## src/rtl/seb_pkg.sv

```systemverilog
package seb_pkg;

   typedef enum logic [1:0] {
      ST_IDLE,
      ST_WINDOW,
      ST_ERASE,
      ST_SUSPEND
   } seb_state_e;

   typedef enum logic {
      PH_PREPROG,
      PH_ERASE
   } seb_phase_e;

   typedef struct packed {
      logic confirm;
      logic suspend;
      logic resume;
      logic reset;
      logic other;
      logic done;
   } seb_cmd_t;

endpackage

```

## src/rtl/seb_window_timer.sv

```systemverilog
module seb_window_timer #(
   parameter int WINDOW_CYCLES = 32
) (
   input  logic clk,
   input  logic rst_n,
   input  logic run,
   input  logic restart,
   output logic expired
);
   localparam int CW = (WINDOW_CYCLES > 2) ? $clog2(WINDOW_CYCLES) : 1;
   localparam logic [CW-1:0] LAST = CW'(WINDOW_CYCLES - 1);

   if (WINDOW_CYCLES < 2) begin : g_bad_window
      $error("seb_window_timer: WINDOW_CYCLES must be at least 2");
   end

   logic [CW-1:0] cnt;

   always_ff @(posedge clk) begin
      if (!rst_n) begin
         cnt <= '0;
      end else if (restart || !run) begin
         cnt <= '0;
      end else if (cnt != LAST) begin
         cnt <= cnt + 1'b1;
      end
   end

   assign expired = run && !restart && (cnt == LAST);

   // each cycle of an open window moves the count on by one
   p_cnt_step_r3: assert property (@(posedge clk) disable iff (!rst_n)
      (run && !restart && cnt != LAST) |=> (cnt == $past(cnt) + 1'b1));

   // a restart drops the count back to zero
   p_restart_zero_r3: assert property (@(posedge clk) disable iff (!rst_n)
      restart |=> (cnt == '0));

endmodule

```

## src/rtl/seb_sector_map.sv

```systemverilog
module seb_sector_map #(
   parameter int NUM_SECTORS = 12,
   parameter int SECT_W      = 4
) (
   input  logic                   clk,
   input  logic                   rst_n,
   input  logic                   set_en,
   input  logic [SECT_W-1:0]      set_idx,
   input  logic                   clr,
   input  logic [SECT_W-1:0]      rd_idx,
   output logic                   idx_ok,
   output logic                   rd_bit,
   output logic [NUM_SECTORS-1:0] map
);
   localparam bit FULL_RANGE = ((1 << SECT_W) == NUM_SECTORS);

   if (NUM_SECTORS < 1 || (1 << SECT_W) < NUM_SECTORS) begin : g_bad_width
      $error("seb_sector_map: SECT_W too narrow for NUM_SECTORS");
   end

   for (genvar i = 0; i < NUM_SECTORS; i++) begin : g_bit
      always_ff @(posedge clk) begin
         if (!rst_n || clr) begin
            map[i] <= 1'b0;
         end else if (set_en && set_idx == SECT_W'(i)) begin
            map[i] <= 1'b1;
         end
      end
   end

   if (FULL_RANGE) begin : g_full
      assign idx_ok = 1'b1;
      assign rd_bit = map[rd_idx];
   end else begin : g_partial
      assign idx_ok = (set_idx < SECT_W'(NUM_SECTORS));
      assign rd_bit = (rd_idx < SECT_W'(NUM_SECTORS)) ? map[rd_idx] : 1'b0;
   end

   // clearing leaves an empty bitmap
   p_clear_empty_r5: assert property (@(posedge clk) disable iff (!rst_n)
      clr |=> (map == '0));

   // an accepted index is recorded
   p_set_bit_r2: assert property (@(posedge clk) disable iff (!rst_n)
      (set_en && idx_ok && !clr) |=> map[$past(set_idx)]);

   // no set and no clear keeps the bitmap steady
   p_map_hold_r6: assert property (@(posedge clk) disable iff (!rst_n)
      (!set_en && !clr) |=> $stable(map));

endmodule

```

## src/rtl/seb_ctrl.sv

```systemverilog
module seb_ctrl
   import seb_pkg::*;
(
   input  logic       clk,
   input  logic       rst_n,
   input  seb_cmd_t   cmd,
   input  logic       idx_ok,
   input  logic       expired,
   output seb_state_e state,
   output seb_phase_e phase,
   output logic       set_en,
   output logic       clr,
   output logic       restart,
   output logic       run,
   output logic       start_q
);
   seb_state_e state_n;
   seb_phase_e phase_n;
   logic       start_n;
   logic       cfm_ok;

   assign cfm_ok = cmd.confirm && idx_ok;

   always_comb begin
      state_n = state;
      phase_n = phase;
      start_n = 1'b0;
      set_en  = 1'b0;
      clr     = 1'b0;
      restart = 1'b0;
      run     = 1'b0;
      unique case (state)
         ST_IDLE: begin
            if (cfm_ok && !cmd.reset && !cmd.other) begin
               state_n = ST_WINDOW;
               set_en  = 1'b1;
               restart = 1'b1;
            end
         end
         ST_WINDOW: begin
            run = 1'b1;
            if (cmd.reset || cmd.other) begin
               state_n = ST_IDLE;
               clr     = 1'b1;
            end else if (cfm_ok) begin
               set_en  = 1'b1;
               restart = 1'b1;
            end else if (expired) begin
               state_n = ST_ERASE;
               phase_n = PH_PREPROG;
               start_n = 1'b1;
            end
         end
         ST_ERASE: begin
            if (cmd.reset) begin
               state_n = ST_IDLE;
               phase_n = PH_PREPROG;
               clr     = 1'b1;
            end else if (cmd.done) begin
               if (phase == PH_PREPROG) begin
                  phase_n = PH_ERASE;
               end else begin
                  state_n = ST_IDLE;
                  phase_n = PH_PREPROG;
                  clr     = 1'b1;
               end
            end else if (cmd.suspend) begin
               state_n = ST_SUSPEND;
            end
         end
         ST_SUSPEND: begin
            if (cmd.reset) begin
               state_n = ST_IDLE;
               phase_n = PH_PREPROG;
               clr     = 1'b1;
            end else if (cmd.resume) begin
               state_n = ST_ERASE;
            end
         end
         default: begin
            state_n = ST_IDLE;
            clr     = 1'b1;
         end
      endcase
   end

   always_ff @(posedge clk) begin
      if (!rst_n) begin
         state   <= ST_IDLE;
         phase   <= PH_PREPROG;
         start_q <= 1'b0;
      end else begin
         state   <= state_n;
         phase   <= phase_n;
         start_q <= start_n;
      end
   end

   // abort from the window
   p_abort_window_r5: assert property (@(posedge clk) disable iff (!rst_n)
      (state == ST_WINDOW && (cmd.reset || cmd.other)) |=> (state == ST_IDLE));

   // only reset, done and suspend leave the running erase
   p_erase_holds_r6: assert property (@(posedge clk) disable iff (!rst_n)
      (state == ST_ERASE && !cmd.reset && !cmd.done && !cmd.suspend) |=> (state == ST_ERASE));

   // a suspended erase waits for resume or reset
   p_suspend_holds_r7: assert property (@(posedge clk) disable iff (!rst_n)
      (state == ST_SUSPEND && !cmd.reset && !cmd.resume) |=> (state == ST_SUSPEND));

   // the start pulse lasts one cycle
   p_start_single_r4: assert property (@(posedge clk) disable iff (!rst_n)
      start_q |=> !start_q);

   // the start pulse comes only on the way from the window into the erase
   p_start_entry_r4: assert property (@(posedge clk) disable iff (!rst_n)
      start_q |-> (state == ST_ERASE && $past(state) == ST_WINDOW));

   // reset command during the erase returns to idle
   p_reset_erase_r10: assert property (@(posedge clk) disable iff (!rst_n)
      ((state == ST_ERASE || state == ST_SUSPEND) && cmd.reset) |=> (state == ST_IDLE));

endmodule

```

## src/rtl/sector_erase_batcher.sv

```systemverilog
module sector_erase_batcher
   import seb_pkg::*;
#(
   parameter int  NUM_SECTORS   = 12,
   parameter int  WINDOW_CYCLES = 32,
   localparam int SECT_W        = (NUM_SECTORS > 1) ? $clog2(NUM_SECTORS) : 1
) (
   input  logic                   clk,
   input  logic                   rst_n,
   input  logic                   confirm_vld,
   input  logic [SECT_W-1:0]      confirm_sector,
   input  logic                   suspend_cmd,
   input  logic                   resume_cmd,
   input  logic                   reset_cmd,
   input  logic                   other_cmd,
   input  logic                   engine_done,
   input  logic [SECT_W-1:0]      probe_sector,
   output logic [NUM_SECTORS-1:0] sector_map,
   output logic                   window_closed,
   output logic                   busy,
   output logic                   engine_start,
   output logic                   engine_pause,
   output logic                   erase_phase,
   output logic                   probe_pending
);
   seb_cmd_t   cmd;
   seb_state_e state;
   seb_phase_e phase;
   logic       set_en, clr, restart, run, expired, idx_ok, rd_bit;

   assign cmd = '{confirm: confirm_vld, suspend: suspend_cmd, resume: resume_cmd,
                  reset: reset_cmd, other: other_cmd, done: engine_done};

   seb_ctrl u_ctrl (
      .clk     (clk),
      .rst_n   (rst_n),
      .cmd     (cmd),
      .idx_ok  (idx_ok),
      .expired (expired),
      .state   (state),
      .phase   (phase),
      .set_en  (set_en),
      .clr     (clr),
      .restart (restart),
      .run     (run),
      .start_q (engine_start)
   );

   seb_window_timer #(.WINDOW_CYCLES(WINDOW_CYCLES)) u_timer (
      .clk     (clk),
      .rst_n   (rst_n),
      .run     (run),
      .restart (restart),
      .expired (expired)
   );

   seb_sector_map #(.NUM_SECTORS(NUM_SECTORS), .SECT_W(SECT_W)) u_map (
      .clk     (clk),
      .rst_n   (rst_n),
      .set_en  (set_en),
      .set_idx (confirm_sector),
      .clr     (clr),
      .rd_idx  (probe_sector),
      .idx_ok  (idx_ok),
      .rd_bit  (rd_bit),
      .map     (sector_map)
   );

   assign busy          = (state != ST_IDLE);
   assign window_closed = (state == ST_ERASE) || (state == ST_SUSPEND);
   assign engine_pause  = (state == ST_SUSPEND);
   assign erase_phase   = (phase == PH_ERASE);
   assign probe_pending = busy && rd_bit;

   // the closed-window status implies activity
   p_closed_busy_r4: assert property (@(posedge clk) disable iff (!rst_n)
      window_closed |-> busy);

   // the engine is paused only after the window has closed
   p_pause_closed_r7: assert property (@(posedge clk) disable iff (!rst_n)
      engine_pause |-> window_closed);

   // a finished batch leaves nothing behind
   p_idle_empty_r8: assert property (@(posedge clk) disable iff (!rst_n)
      !busy |-> (sector_map == '0));

endmodule

```

## config.mk

```make
export PLATFORM = sky130hd
export DESIGN_NAME = sector_erase_batcher
export DESIGN_NICKNAME = d
export VERILOG_FILES = /design/src/rtl/seb_pkg.sv /design/src/rtl/seb_window_timer.sv /design/src/rtl/seb_sector_map.sv /design/src/rtl/seb_ctrl.sv /design/src/rtl/sector_erase_batcher.sv
export SDC_FILE = /design/constraint.sdc
export NUM_CORES = 1
export LEC_CHECK = 0
export BUFFER_PORTS_ARGS = -buffer_cell sky130_fd_sc_hd__buf_2
export CORE_MARGIN = 1
export CORE_UTILIZATION = 49
export DETAILED_ROUTE_END_ITERATION = 10
export PLACE_DENSITY = 0.8
export SYNTH_ARGS = -nofsm -noshare
export SYNTH_HDL_FRONTEND = slang
export SYNTH_SLANG_ARGS = --single-unit
```

## constraint.sdc

```tcl
create_clock -name clk -period 1.9 [get_ports clk]
set_input_delay 0.38 -clock clk [delete_from_list [all_inputs] [get_ports clk]]
set_output_delay 0.38 -clock clk [all_outputs]
set_load 0.01 [all_outputs]
```

==> results of run 1 <==
critical path, stage by stage (launching register included):
cell     delay, ns
dfxtp_2       0.34
mux4_2        0.47
nor2b_2       0.13
o41ai_2       0.09
and2_1        0.14
buf_2         0.13
through the flow:
stage / instances / util, % / hold WS, ns / instance area (sq um)
after detailed placement: 170 / 62.3 / 0.487 / 1220
final: 176 / 65.8 / 0.343 / 1290
after CTS: 176 / 65.5 / 0.336 / 1280
after global routing: 176 / 65.8 / 0.340 / 1290
after global placement: 170 / 62.3 / 0.474 / 1220
after floorplan: 113 / - / 0.458 / 1030
timing repair:
item / CTS / global route
gates resized for setup: 8 / 1
endpoints found under the setup margin: 1 / 10
hold buffers: 0 / 0
buffers inserted: 2 / 0
pin swaps: 2 / 1
placed cells by master, fill, tap and decap left out, types with 2 or more instances in the layout:
master	count
dfxtp_1	17
xor2_1	2
nand3_1	2
nor3b_1	2
nor4b_4	2
mux4_2	2
mux2i_1	2
nor2_1	22
buf_4	3
a31oi_1	3
dfxtp_2	4
nor2b_1	5
ha_1	2
nor3_1	3
clkbuf_4	3
a21oi_1	13
inv_1	3
o21ai_0	4
nand2_1	2
a211oi_1	2
buf_2	33
final timing paths:
path	endpoint	slack (ns)	from
worst max-delay path	probe_pending	-0.07	u_map.map[11]
worst min register to register	u_map.map[1]	0.49	u_map.map[1]
worst min-delay path	u_ctrl.state[1]	0.34	rst_n
worst max register to register	u_ctrl.state[0]	0.22	u_timer.cnt[0]
routing by layer:
layer	wire length [microns]	track usage [%]
met1	1040	28.3
met2	1210	38.1
met3	158	5.66
met4	10	5.56
met5	0	0
area by class of cell:
cell class / count / area share, %
clock buffers: 4 / 2.03
inverters: 3 / 0.872
multi-input cells: 85 / 47.0
flip-flops and latches: 21 / 32.9
well taps: 27 / 2.62
repair buffers: 36 / 14.5
cell families (layout without fill, tap and decap cells):
kind of cell	Yosys count	in the layout
flip-flops	21	21
buffers and inverters	7	43
adder cells (fa/ha/maj)	2	2
AND/OR/NAND/NOR	47	47
AO/OA/AOI/OAI	28	28
multiplexers	5	5
XOR/XNOR	3	3
power by group:
| part | switching, mW | leakage [nW] | total [mW] | internal, mW |
|---|---|---|---|---|
| logic | 0.0507 | 0.386 | 0.0886 | 0.0379 |
| registers | 0.00561 | 0.171 | 0.451 | 0.445 |
| clock network | 0.128 | 0.0150 | 0.210 | 0.0817 |
| total | 0.185 | 0.572 | 0.750 | 0.565 |
registers in the layout (all words and copies together) (netlist names):
name and cells:
u_ctrl.phase 1, u_ctrl.start_q 1, u_ctrl.state 2, u_map.map 12, u_timer.cnt 5
==> results.yml, run 1 <==
worst_setup_path:
  crit_path_max_fanout: 2
  cp-start-kind: "flop"
  crit_type: "reg -> out"
  r2r_cells: 6
  cp.arrival_ns: 1.59
  crit_path_end_kind: "output pin"
  critPathRequiredTime_ns: 1.52
synthesis:
  muxShareOfSynthArea_pct: 7.40
  synth_xor_area_share_pct: 2.55
  yosysMostFrequentCell: "nor2_1"
  synth-simple-area-share_pct: 27.4
  synth.distinct_cells: 34
  yosys.area.top_type: "dfxtp_1"
  synth-edff-count: 0
  synthTopCellsByArea: "dfxtp_1 41%, nor2_1 8.0%, a21oi_1 6.3%, nor4b_4 4.6%, mux4_2 4.4%"
  ys_ff_latch: 21
  ys_seq_area_share_pct: 40.8
  synth_top_family_by_area: "simple AND/OR/NAND/NOR gates"
  ys.flop_type: "dfxtp_1"
  synthAdderAreaFrac_pct: 2.43
  ys_warn_count: 0
  netlist_instances: 113
  syn-num-nets: 131
  synth_top_area_share_pct: 40.8
  netlist_area_sq_um: 1030
  synthArstFlopShare_pct: 0
  syn_area_per_cell_sq_um: 9.12
  ys_top_cells_by_count: "22 x nor2_1, 21 x dfxtp_1, 13 x a21oi_1, 6 x nor2b_1"
  synth-compound-area-share_pct: 16.9
timing:
  drv_slew: 0
  setup_viol: 1
  hold_viol: 0
  finalSetupTns_ns: -0.0686
  relSlewSlack_pct: 61.2
  fmax_ghz: 0.508
  clock_skew_ns: 0.00703
  timing.final.crit_share_pct: 104
  finalWorstSetupSlack_ns: -0.0686
  rsz0062_at_grt: "yes"
  worst_pin_slew_ns: 0.582
  timing.final.crit_period_ns: 1.97
grt:
  antenna_found_initial: 0
  grt_first_pass_wirelength_mm: 3.58
  grt_pass1_vias: 834
  grt_usage_pct: 22.4
  overflow: 0
  grt_max_degree: 13
detailed_routing:
  antenna_left: 0
  totalWireLength_mm: 2.41
  viasPerCell: 5.68
  drt_iter0_drc: 23
  route.vias.total: 1000
  wl_per_cell_microns: 13.7
  drc: 0
  first_pass_iters: 4
clock_network:
  cts_max_level: 1
  numCtsBuffers: 3
  cts_buffer_depth: 2
  worstSkewPairLatency_ns: 0.30
  path_clk_slew_ns: 0.11
  clkSinkCount: 21
  cts_tree: "done"
  cts_root_buf: "clkbuf_4"
min_path:
  hold_class: "in -> reg"
  whs_path_depth: 2
die:
  die_y_microns: 47.9
  initial_core_util_pct: 52.6
  die_area_sq_um: 2290
  io_pins: 34
  dieWidth_microns: 47.9
  std_cell_rows: 16
  coreArea_sq_um: 1960
cells_and_area:
  regArea_sq_um: 425
  num_antenna_cells: 0
  fill_cells: 180
  final_nets: 168
  multiInputGateArea_sq_um: 607
  area_delta_synth_final_pct: 25.2
  drive_gt1_share_pct: 36.9
power_and_ir_drop:
  ir_worst_vdd_v: 0.000368
  p_leak_nw: 0.572
  p_per_area_nw_per_um2: 581
  total_power_uw: 750
placement:
  port_buffers: 33
  place.gp.congestion: 0.798
  pre_cts_ws_ns: -0.0855
  hpwl_mm: 1.82
run:
  cap_violations: 0
run_status:
  violations: "negative setup slack"
  outcome: "complete, but fails checks"
(Power assumes the default switching activity.)
==> inputs of run 2 (changes only) <==
--- a/config.mk
+++ b/config.mk
@@ -7,9 +7,10 @@
 export LEC_CHECK = 0
 export BUFFER_PORTS_ARGS = -buffer_cell sky130_fd_sc_hd__buf_2
 export CORE_MARGIN = 1
-export CORE_UTILIZATION = 49
+export CORE_UTILIZATION = 45
 export DETAILED_ROUTE_END_ITERATION = 10
-export PLACE_DENSITY = 0.8
+export PLACE_DENSITY = 0.74
+export RECOVER_POWER = 50
 export SYNTH_ARGS = -nofsm -noshare
 export SYNTH_HDL_FRONTEND = slang
 export SYNTH_SLANG_ARGS = --single-unit
==> results.yml, run 2 (synthesized netlist as in run 1, its figures left out) <==
clock_network:
  numCtsBuffers: 3
  cts_max_level: 1
  worstSkewPairLatency_ns: 0.31
  cts_tree: "done"
  path_clk_slew_ns: 0.12
  cts_hold_buf: 0
  clkSinkCount: 21
  cts_buffer_depth: 2
  cts_root_buf: "clkbuf_4"
worst_setup_path:
  reg2reg_to: "u_ctrl.state[0]"
  ff2ff_setup_slack_ns: 0.26
  cp-start-kind: "flop"
  r2r_cells: 6
  critPathRequiredTime_ns: 1.52
  r2r-start: "u_timer.cnt[0]"
  cp.arrival_ns: 1.57
  crit_type: "reg -> out"
  crit_path_max_fanout: 2
  crit_path_end_kind: "output pin"
cells_and_area:
  final_common_cell: "buf_2"
  top_regs: "u_map.map x12, u_timer.cnt x5, u_ctrl.state x2"
  final_cell_mix: "32 x buf_2, 22 x nor2_1, 15 x dfxtp_1"
  final_cells: 177
  num_antenna_cells: 0
  final_nets: 169
  largest_reg_flops: 12
  drive_gt1_share_pct: 38.0
  area_delta_synth_final_pct: 25.7
  fill_cells: 181
  top_register: "u_map.map"
min_path:
  hold_class: "in -> reg"
  hold_end: "u_ctrl.state[0]"
  min_from: "reset_cmd"
  whs_path_depth: 2
die:
  die_area_sq_um: 2490
  die_y_microns: 49.9
  io_pins: 34
  std_cell_rows: 16
  initial_core_util_pct: 50.0
  coreArea_sq_um: 2060
  dieWidth_microns: 49.9
timing:
  relSlewSlack_pct: 62.4
  finalWorstSetupSlack_ns: -0.0458
  clock_skew_ns: 0.00108
  worst_pin_slew_ns: 0.563
  fmax_ghz: 0.514
  finalSetupTns_ns: -0.0458
  timing.final.crit_period_ns: 1.95
  setup_viol: 1
  rsz0062_at_grt: "yes"
  timing.final.crit_share_pct: 102
  hold_viol: 0
  drv_slew: 0
  hold-worst-slack_ns: 0.327
grt:
  grt_max_degree: 14
  grt_pass1_vias: 881
  grt_first_pass_wirelength_mm: 4.04
  antenna_found_initial: 0
  overflow: 0
  grt_usage_pct: 21.7
detailed_routing:
  first_pass_iters: 4
  viasPerCell: 5.47
  route.vias.total: 969
  drc: 0
  antenna_left: 0
  totalWireLength_mm: 2.35
  drt_iter0_drc: 21
  wl_per_cell_microns: 13.3
placement:
  place.gp.congestion: 0.872
  port_buffers: 33
  placed_cells: 170
  hpwl_mm: 1.79
power_and_ir_drop:
  p_per_area_nw_per_um2: 586
  p_leak_nw: 0.566
  total_power_uw: 759
  ir_worst_vdd_v: 0.000484
run_status:
  outcome: "complete, but fails checks"
  violations: "negative setup slack"
run:
  cap_violations: 0
[run 2: report_power, final]
| group | total [mW] | internal [mW] | switching, mW | leakage, nW |
|---|---|---|---|---|
| clock | 0.223 | 0.0802 | 0.143 | 0.0139 |
| combinational | 0.0847 | 0.0372 | 0.0474 | 0.380 |
| sequential | 0.452 | 0.446 | 0.00600 | 0.172 |
| total | 0.759 | 0.563 | 0.196 | 0.566 |
[run 2: stage by stage]
stage	utilization, %	instance area [sq um]	setup WS (ns)
after detailed placement	59.3	1220	0.00386
after global placement	59.3	1220	0.0438
final	62.9	1300	-0.0458
after floorplan	-	1030	0.311
after global routing	62.9	1300	-0.148
after CTS	62.1	1280	-0.0608
[run 2: metal layers]
| layer | wire length (microns) | GRT usage (%) |
|---|---|---|
| met5 | 0 | 0 |
| met3 | 142 | 7.41 |
| met1 | 1080 | 27.7 |
| met2 | 1110 | 34.7 |
| met4 | 19 | 5.71 |
[run 2: area by class of cell]
cell class | instances | area, sq um | area share, %
multi-input cells | 85 | 599 | 46.2
flip-flops and latches | 21 | 428 | 33.0
repair buffers | 37 | 194 | 15.0
well taps | 27 | 33.8 | 2.61
clock buffers | 3 | 22.5 | 1.74
inverters | 3 | 11.3 | 0.869
clock inverters | 1 | 7.51 | 0.579
[run 2: worst max-delay path by stage]
stage	startpoint	endpoint	slack (ns)	cells after the start
floorplan	probe_sector[3]	probe_pending	0.31	4
global placement	probe_sector[3]	probe_pending	0.04	6
detailed placement	probe_sector[3]	probe_pending	0.004	6
CTS	u_map.map[11]	probe_pending	-0.06	5
global route	u_map.map[6]	probe_pending	-0.15	5
finish	u_map.map[11]	probe_pending	-0.05	5
[run 2: critical path, cell delays in order, from the launching register on]
cell and delay (ns):
dfxtp_2 0.34, mux4_2 0.45, nor2b_1 0.12, o41ai_1 0.08
and2_1 0.13, buf_2 0.13
[run 2: what timing repair did]
action	CTS	global route
gates resized for setup	5	5
pin swaps	2	0
buffers inserted	3	0
endpoints found under the setup margin	1	5
==> inputs of run 3 (changes only) <==
--- a/config.mk
+++ b/config.mk
@@ -5,11 +5,11 @@
 export SDC_FILE = /design/constraint.sdc
 export NUM_CORES = 1
 export LEC_CHECK = 0
-export BUFFER_PORTS_ARGS = -buffer_cell sky130_fd_sc_hd__buf_2
 export CORE_MARGIN = 1
 export CORE_UTILIZATION = 45
 export DETAILED_ROUTE_END_ITERATION = 10
-export PLACE_DENSITY = 0.74
+export DONT_BUFFER_PORTS = 1
+export PLACE_DENSITY = 0.62
 export RECOVER_POWER = 50
 export SYNTH_ARGS = -nofsm -noshare
 export SYNTH_HDL_FRONTEND = slang
==> results.yml, run 3 (synthesized netlist as in run 1, its figures left out) <==
run_status:
  outcome: "complete, but fails checks"
  violations: "negative setup slack"
cells_and_area:
  largest_reg_flops: 12
  top_regs: "u_map.map x12, u_timer.cnt x5, u_ctrl.state x2"
  num_antenna_cells: 0
  top_register: "u_map.map"
  area_delta_synth_final_pct: 8.01
  final_common_cell: "nor2_1"
  fin_area_sq_um: 1110
  drive_gt1_share_pct: 17.4
  final_nets: 134
  final_cell_mix: "22 x nor2_1, 17 x dfxtp_1, 13 x a21oi_1"
timing:
  fmax_ghz: 0.514
  timing.final.crit_period_ns: 1.95
  timing.final.crit_share_pct: 102
  rsz0062_at_grt: "yes"
  finalWorstSetupSlack_ns: -0.0465
  clock_skew_ns: 0.0102
  worst_pin_slew_ns: 0.630
  hold_viol: 0
  relSlewSlack_pct: 58.0
  setup_viol: 1
  drv_slew: 0
power_and_ir_drop:
  p_sw_share_pct: 24.1
  power_switching_uw: 173
  total_power_uw: 719
  p_comb_share_pct: 7.0
  power_frac_clock_pct: 30.3
  ir_worst_vdd_v: 0.000311
  p_leak_nw: 0.403
  sequentialPowerShare_pct: 62.7
  p_per_area_nw_per_um2: 645
  intPower_uw: 545
die:
  initial_core_util_pct: 50.0
  die_y_microns: 49.9
  io_pins: 34
  dieWidth_microns: 49.9
  coreArea_sq_um: 2060
  die_area_sq_um: 2490
  std_cell_rows: 16
worst_setup_path:
  ff2ff_setup_slack_ns: 0.25
  crit_start: "u_map.map[11]"
  critPathRequiredTime_ns: 1.52
  crit_type: "reg -> out"
  cp.arrival_ns: 1.57
  crit_path_max_fanout: 3
  r2r-start: "u_timer.cnt[0]"
  reg2reg_to: "u_ctrl.state[0]"
  cp-start-kind: "flop"
  crit_path_end_kind: "output pin"
  cp-endpoint: "probe_pending"
  r2r_cells: 6
min_path:
  whs_path_depth: 1
  hold_class: "in -> reg"
grt:
  antenna_found_initial: 0
  overflow: 0
  grt_usage_pct: 19.9
  grt_pass1_vias: 816
  grt_max_degree: 13
  grt_first_pass_wirelength_mm: 3.74
detailed_routing:
  first_pass_iters: 4
  drt_iter0_drc: 12
  drc: 0
  wl_per_cell_microns: 15.6
  route.vias.total: 839
  totalWireLength_mm: 2.21
  antenna_left: 0
  viasPerCell: 5.91
placement:
  pre_cts_ws_ns: 0.0835
  place.gp.congestion: 0.825
  port_buffers: 0
  hpwl_mm: 1.66
  dpl_cell_area_sq_um: 1060
clock_network:
  postCtsSetupBuffers: 0
  cts_max_level: 1
  cts_buffer_depth: 2
  cts_tree: "done"
  worstSkewPairLatency_ns: 0.31
  cts_hold_buf: 0
  path_clk_slew_ns: 0.13
  numCtsBuffers: 3
  cts_root_buf: "clkbuf_4"
  clkSinkCount: 21
run:
  cap_violations: 0
==> run 3: changes by cell type in the layout (fill, tap and decap cells not counted), moves of 2 or more <==
cell / before / now
buf_2: 32 / 0
buf_4: 4 / 0
dfxtp_2: 6 / 2
dfxtp_1: 15 / 17
dfxtp_4: 0 / 2
==> run 3: how the worst min path moves through the flow <==
stage / from / endpoint / slack, ns
2_1_floorplan: reset_cmd / u_ctrl.state[0] / 0.46
3_3_place_gp: reset_cmd / u_ctrl.state[0] / 0.46
3_5_place_dp: reset_cmd / u_ctrl.state[0] / 0.46
4_1_cts: reset_cmd / u_ctrl.state[0] / 0.13
5_1_grt: reset_cmd / u_ctrl.state[0] / 0.12
6_report: reset_cmd / u_ctrl.state[0] / 0.14
==> run 3: per-layer routing <==
layer	part of all wire (%)	GRT usage, %	wire length (microns)	up-vias
li1	-	-	-	416
met4	0.68	8.57	15	0
met5	0	0	0	-
met2	45	29.3	997	30
met3	6.8	5.56	150	2
met1	47	26.9	1050	391
==> run 3: stage by stage <==
stage          hold slack (ns)  setup TNS (ns)  std cells  util [%]
2_1_floorplan            0.458               0        113         -
3_3_place_gp             0.464               0        138      51.6
3_5_place_dp             0.465               0        138      51.6
4_1_cts                  0.133         -0.0800        142      53.8
5_1_grt                  0.122          -0.117        142      54.0
6_report                 0.141         -0.0465        142      54.0
==> run 3: layout make-up <==
| type | instances | area (sq um) |
|---|---|---|
| Clock buffer | 3 | 22.5 |
| Clock inverter | 1 | 5.00 |
| Fill cell | 202 | 948 |
| Inverter | 3 | 11.3 |
| Multi-Input combinational cell | 85 | 603 |
| Sequential cell | 21 | 430 |
| Tap cell | 27 | 33.8 |
| Timing Repair Buffer | 2 | 7.51 |
==> run 3: what timing repair did <==
item | CTS | global route
resized for setup | 7 | 4
pin swaps | 1 | 0
endpoints found under the setup margin | 1 | 1
==> run 3: worst max-delay path, stage by stage, from the launching register on <==
cell	delay (ns)
dfxtp_4	0.38
mux4_2	0.47
nor2b_2	0.15
o41ai_2	0.10
and2_4	0.16
==> run 3: power groups by stage <==
| stage | combinational (mW) | clock, mW | sequential [mW] |
|---|---|---|---|
| 2_1_floorplan | 0.0396 | 0 | 0.462 |
| 3_3_place_gp | 0.0474 | 0 | 0.463 |
| 3_5_place_dp | 0.0483 | 0 | 0.463 |
| 4_1_cts | 0.0497 | 0.226 | 0.452 |
| 5_1_grt | 0.0547 | 0.243 | 0.453 |
| 6_report | 0.0500 | 0.218 | 0.451 |
